### src/rtl/eac_pkg.sv
package eac_pkg;
  typedef enum logic {
    MODE_ADD = 1'b0,
    MODE_SUB = 1'b1
  } eac_mode_e;
endpackage

### src/rtl/eac_operand_prep.sv
module eac_operand_prep
  import eac_pkg::*;
#(
  parameter int WIDTH = 8
) (
  input  logic [WIDTH-1:0] b_in,
  input  eac_mode_e        mode,
  output logic [WIDTH-1:0] b_eff
);
  // Bitwise inversion is negation modulo 2^WIDTH-1.
  always_comb begin
    b_eff = (mode == MODE_SUB) ? ~b_in : b_in;
  end
endmodule

### src/rtl/eac_dual_sum.sv
module eac_dual_sum #(
  parameter int WIDTH = 8
) (
  input  logic [WIDTH-1:0] opa,
  input  logic [WIDTH-1:0] opb,
  output logic [WIDTH-1:0] sum_c0,
  output logic [WIDTH-1:0] sum_c1,
  output logic             cout_c0
);
  localparam int XW = WIDTH + 1;
  localparam logic [XW-1:0] ONE_X = XW'(1);

  logic [XW-1:0] wide_c0;
  logic [XW-1:0] wide_c1;

  // Both carry-in cases are computed side by side.
  always_comb begin
    wide_c0 = {1'b0, opa} + {1'b0, opb};
    wide_c1 = {1'b0, opa} + {1'b0, opb} + ONE_X;
  end

  assign sum_c0  = wide_c0[WIDTH-1:0];
  assign sum_c1  = wide_c1[WIDTH-1:0];
  assign cout_c0 = wide_c0[WIDTH];


  always_comb begin
    carry_pair_chk: assert (!cout_c0 || wide_c1[WIDTH])
      else $error("carry-in-1 sum lost the carry of the carry-in-0 sum");
  end
endmodule

### src/rtl/eac_select.sv
module eac_select #(
  parameter int WIDTH = 8
) (
  input  logic [WIDTH-1:0] sum_c0,
  input  logic [WIDTH-1:0] sum_c1,
  input  logic             cout_c0,
  output logic [WIDTH-1:0] result
);
  localparam logic [WIDTH-1:0] ALL_ONES = '1;

  logic [WIDTH-1:0] picked;

  always_comb begin
    picked = cout_c0 ? sum_c1 : sum_c0;
    result = (picked == ALL_ONES) ? '0 : picked;
  end


  always_comb begin
    select_chk: assert (cout_c0 || sum_c0 == ALL_ONES || result == sum_c0)
      else $error("no-carry path did not pass the carry-in-0 sum");
  end
endmodule

### src/rtl/eac_residue_adder.sv
module eac_residue_adder
  import eac_pkg::*;
#(
  parameter int WIDTH = 8
) (
  input  logic [WIDTH-1:0] a,
  input  logic [WIDTH-1:0] b,
  input  logic             sub,
  output logic [WIDTH-1:0] sum
);
  localparam logic [WIDTH-1:0] ALL_ONES = '1;

  eac_mode_e        mode;
  logic [WIDTH-1:0] b_eff;
  logic [WIDTH-1:0] s0;
  logic [WIDTH-1:0] s1;
  logic             c0;

  assign mode = sub ? MODE_SUB : MODE_ADD;

  eac_operand_prep #(.WIDTH(WIDTH)) u_prep (
    .b_in (b),
    .mode (mode),
    .b_eff(b_eff)
  );

  eac_dual_sum #(.WIDTH(WIDTH)) u_dual (
    .opa    (a),
    .opb    (b_eff),
    .sum_c0 (s0),
    .sum_c1 (s1),
    .cout_c0(c0)
  );

  eac_select #(.WIDTH(WIDTH)) u_sel (
    .sum_c0 (s0),
    .sum_c1 (s1),
    .cout_c0(c0),
    .result (sum)
  );

  always_comb begin

    canon_chk: assert (a == ALL_ONES || b == ALL_ONES || sum != ALL_ONES)
      else $error("non-canonical all-ones result");

    add_ident_chk: assert (sub || b != '0 || a == ALL_ONES || sum == a)
      else $error("adding zero changed the operand");

    sub_self_chk: assert (!sub || a != b || a == ALL_ONES || sum == '0)
      else $error("a-a did not give zero");
  end
endmodule

### config.mk
export PLATFORM = sky130hd
export DESIGN_NAME = eac_residue_adder
export DESIGN_NICKNAME = d
export VERILOG_FILES = /design/src/rtl/eac_pkg.sv /design/src/rtl/eac_operand_prep.sv /design/src/rtl/eac_dual_sum.sv /design/src/rtl/eac_select.sv /design/src/rtl/eac_residue_adder.sv
export SDC_FILE = /design/constraint.sdc
export NUM_CORES = 1
export LEC_CHECK = 0
export BUFFER_PORTS_ARGS = -buffer_cell sky130_fd_sc_hd__buf_2
export CORE_MARGIN = 5
export CORE_UTILIZATION = 27
export DETAILED_ROUTE_END_ITERATION = 8
export PLACE_DENSITY = 0.57
export SYNTH_ARGS = -nofsm -noshare
export SYNTH_HDL_FRONTEND = slang
export SYNTH_SLANG_ARGS = --single-unit
### constraint.sdc
create_clock -name vclk -period 3.4
set_input_delay 0.34 -clock vclk [all_inputs]
set_output_delay 0.34 -clock vclk [all_outputs]
set_load 0.05 [all_outputs]
== Word level (Yosys, flattened, before mapping) ==
Cells that the tools add are included.

* Bits in registers: 0
* Input bits: 17
* Output and inout bits: 8
* Word-level logic and storage cells: 8

* Add/subtract/negate cells: 2
* Equality and inequality tests: 1
* Mux-type cells: 4
* Bitwise gates (word level): 1

{| class="wikitable"
|+ Operators with widths
! cell !! count
|-
| $mux 8 || 3
|-
| $add 8x8->9 || 1
|-
| $add 8x1->8 const B || 1
|-
| $eq 8x8->1 const B || 1
|-
| $not 8->8 || 1
|-
| $mux 1 || 1
|}

== Longest topological paths before layout ==
* Depth in word-level cells: 7
* Mapped depth: 13
* Depth with buffers taken out: 12

== Modules after synthesis ==
A second synthesis with hierarchy kept.

* Cells, all modules: 101
* Area total of the unflattened synthesis: 757.0 µm²

{| class="wikitable"
|+ By module, submodules not included
! module !! instances !! cells an instance !! area each (µm²) !! seq. area each (µm²)
|-
| eac_dual_sum || 1 || 66 || 495.5 || 0.0
|-
| eac_select || 1 || 26 || 180.2 || 0.0
|-
| eac_operand_prep || 1 || 9 || 81.3 || 0.0
|}

== Least setup slack after synthesis ==
No wires, ideal clock.

* Path kind: input to output
* Start: input port sub
* End: output port sum[6]
* Arrival: 3513 ps
* Required time: 3060 ps
* Path slack: -453 ps
* Stages: 13
* Path buffers: 2
* Cells stage by stage: clkbuf_1 > xor2_1 > ha_1 > inv_1 > fa_1 > nand2b_1 > a21oi_2 > o21a_1 > buf_6 > and3_4 > nand4_4 > xnor2_4 > a31oi_1

* Word-level cells in the longest chain between the ends: 7

{| class="wikitable"
|+ Ends and longest elaborated chain
! element !! line !! text
|-
| start: declaration || eac_residue_adder.sv:8 || <nowiki>input logic sub,</nowiki>
|-
| $mux 1 (*) || eac_residue_adder.sv:19 || <nowiki>assign mode = sub ? MODE_SUB : MODE_ADD;</nowiki>
|-
| $mux 8 (*) || eac_operand_prep.sv:12 || <nowiki>b_eff = (mode == MODE_SUB) ? ~b_in : b_in;</nowiki>
|-
| $add 8x8->9 (*) || eac_dual_sum.sv:19 || <nowiki>wide_c1 = {1'b0, opa} + {1'b0, opb} + ONE_X;</nowiki>
|-
| $add 8x1->8 || eac_dual_sum.sv:19 ||
|-
| $mux 8 (*) || eac_select.sv:14 || <nowiki>picked = cout_c0 ? sum_c1 : sum_c0;</nowiki>
|-
| $eq 8x8->1 || eac_select.sv:15 || <nowiki>result = (picked == ALL_ONES) ? '0 : picked;</nowiki>
|-
| $mux 8 (*) || eac_select.sv:15 ||
|-
| end: declaration || eac_residue_adder.sv:9 || <nowiki>output logic [WIDTH-1:0] sum</nowiki>
|}

Every way passes the cells marked *; elsewhere a longest branch is shown, timed or not.

== Worst setup path after layout ==
* Start: input port sub
* End: output port sum[2]

Same word-level chain as after synthesis.

==> flow_summary.yaml <==
sta:
  hold_viol_final: 0
  period_minus_slack_ns: 3.24
  post-route-period-util_pct: 95.2
  fmax_ghz: 0.309
  slew_headroom_pct: 71.8
  whs_ns: 1.38
  rsz0062_at_grt: "yes"
  setup_viol: 0
  tightestPinTransition_ns: 0.420
  drv_slew: 0
route:
  wl_per_cell_um: 12.4
  first_iter_violations: 24
  postRouteAntennaNets: 0
  vias_per_cell: 4.96
  routed_wl_um: 2440
  detail_route.first_pass.iterations: 4
  drc: 0
  vias: 973
yosys:
  yosysUniqueCellTypes: 37
  synth_compound_area_share_pct: 26.4
  syn_inst: 116
  yosys-top-cells-area: "ha_1 12%, xor2_1 11%, xnor2_1 6.7%, a41oi_1 5.7%, xnor2_2 5.3%"
  yosysSeqAreaShare_pct: 0
  synth-xor-area-share_pct: 27.4
  synth_warnings: 0
  synth_top_area_share_pct: 12.3
  syn_area_per_cell_um2: 7.88
  yosys.area_share.simple_pct: 24.6
  syn-num-nets: 143
  yosysTopAreaCell: "ha_1"
  synthAdderAreaFrac_pct: 14.5
  synth_top_family_by_area: "XOR/XNOR gates"
  netlist_area_um2: 915
  muxShareOfSynthArea_pct: 0
grt:
  antenna_found_initial: 0
  grt_pass1_wl_um: 3860
  grt_pass1_vias: 896
  grt_max_degree: 10
  grt_overflow_total: 0
  grt_use_total_pct: 10.1
power:
  power_frac_seq_pct: 0
  clockPowerShare_pct: 0
  ir_worst_vdd_uv: 119
  p_per_area_nw_per_um2: 502
  p_comb_share_pct: 100.0
  leakage_nw: 0.568
  p_sw_mw: 0.413
  switching_share_pct: 59.3
  internal_power_mw: 0.283
layout:
  fin_nets: 179
  n_clock_buffer: 0
  seqCellArea_um2: 0
  synthToLayoutAreaGrowth_pct: 51.6
  nFlopsAndLatches: 0
  drive_gt1_share_pct: 43.3
  final_core_util_pct: 41.9
  stdcell_count: 196
  antenna_cells: 0
floorplan:
  ioPinCount: 25
  core_um2: 3310
  rows: 21
  die_w_um: 68.2
  die-area_um2: 4650
  die_y_um: 68.2
  start_util_pct: 27.6
placement:
  portBuffers: 25
  place_inst: 191
  hpwl_um: 2040
  place_congestion: 0.794
worst_setup_path:
  slowest_stage: "fa_1"
  cp.arrival_ns: 2.90
  crit_type: "input port to primary output"
  worst_setup_path_end_kind: "primary output"
  cp-start-kind: "input port"
  critPathMaxFanout: 7
  cp_slowest_stage_delay_ns: 0.38
  cp_data_required_time_ns: 3.06
  worstPathCellList: "clkbuf_4 -> xor2_1 -> ha_1 -> inv_1 -> fa_1 -> buf_4 -> xnor2_2 -> nand3_2 -> inv_1 -> and3_4 -> nand4_4 -> xnor2_4 -> buf_12 -> a41oi_2 -> buf_4"
job:
  cap_violations: 0
hold_path:
  worstHoldStart: "a[0]"
  hold_path_end: "sum[0]"
  min_path_cells: 5
  hold_path.class: "input port to primary output"
cts:
  hold_buffers: 0
run_status:
  outcome: "finished clean"
==> repair_timing <==
action | in CTS | in global routing
setup endpoints to repair | 8 | 8
hold endpoints to repair | 0 | 0
setup buffers | 3 | 2
pin swaps | 2 | 4
resized for setup | 13 | 14
==> synth_stat cells <==
master and instances:
a21oi_1 6, or3_1 2, xnor2_2 3, o21ai_0 6
nand4_4 2, or3b_1 1, and2_1 1, xnor2_1 7
fa_1 1, and3_4 1, nand2b_1 3, xor2_2 1
nor2_1 6, a21oi_2 1, nand2_1 10, a21boi_1 2
nor3_4 1, a41oi_1 6, buf_2 1, inv_1 9
a31oi_1 5, o21ai_1 1, ha_1 9, nor3_2 1
clkbuf_1 1, o2111a_1 1, o221ai_1 1, nand3_1 5
xnor2_4 1, nand4b_1 1, xor2_1 11, nor3_1 1
o21a_1 2, o211ai_1 1, a2111o_1 1, buf_6 2
a211oi_1 2
==> power by group through the flow <==
stage          clock [mW]  combinational, mW  sequential (mW)
4_1_cts                 0              0.657                0
6_report                0              0.696                0
3_3_place_gp            0              0.584                0
5_1_grt                 0              0.743                0
3_5_place_dp            0              0.596                0
2_1_floorplan           0              0.480                0
==> per-layer routing <==
metal	part of all wire (%)	track usage [%]	vias up
met1	44	13.1	458
met3	2.3	0	0
met4	0	0	0
met2	53	19.7	20
li1	-	-	495
met5	0	0	-
==> placed cells by master, fill, tap and decap left out, types with 3 or more instances in the layout <==
cell type  Yosys  routed
a21oi_1        6       6
buf_4          0      13
o21ai_0        6       5
xor2_1        11      11
nand3_1        5       4
xnor2_1        7       7
a41oi_2        0       5
buf_2          1      16
ha_1           9       9
buf_6          2       5
a31oi_1        5       3
xnor2_2        3       3
inv_1          9       9
nand2_1       10      10
nor2_1         6       6
==> worst max-delay path by stage <==
stage,start,to,slack [ns],cells after the start
after floorplan,sub,sum[1],-0.07,12
after global placement,sub,sum[7],-0.007,13
after detailed placement,sub,sum[1],-0.09,13
after CTS,sub,sum[3],0.0003,15
after global routing,sub,sum[3],-0.03,13
final,sub,sum[2],0.16,15
==> final cells by class <==
type	count	area, um^2
fill	347	1920
inverter	9	33.8
multi-input combinational	103	1010
tap	46	57.6
timing repair buffer	38	289
==> cells by family after synthesis <==
logic type | after synthesis
simple gates | 35
compound gates | 35
xor+xnor | 23
fa+ha+maj | 10
buf+inv | 13
==> through the flow <==
step | cell area [um^2] | TNS, ns | setup slack [ns] | power [mW]
detailed placement | 1230 | -0.605 | -0.0860 | 0.596
global route | 1390 | -0.0966 | -0.0333 | 0.743
finish | 1390 | 0 | 0.165 | 0.696
CTS | 1300 | 0 | 0.000338 | 0.657
global placement | 1230 | -0.0120 | -0.00666 | 0.584
floorplan | 1020 | -0.369 | -0.0738 | 0.480
==> worst max-delay path: cells and delay by family <==
kind | cells | cell delay [ns]
fa+ha+maj | 2 | 0.56
compound gates | 1 | 0.15
simple gates | 3 | 0.49
xor+xnor | 3 | 0.50
buf+inv | 6 | 0.84
Power figures use the tool's default switching activity.
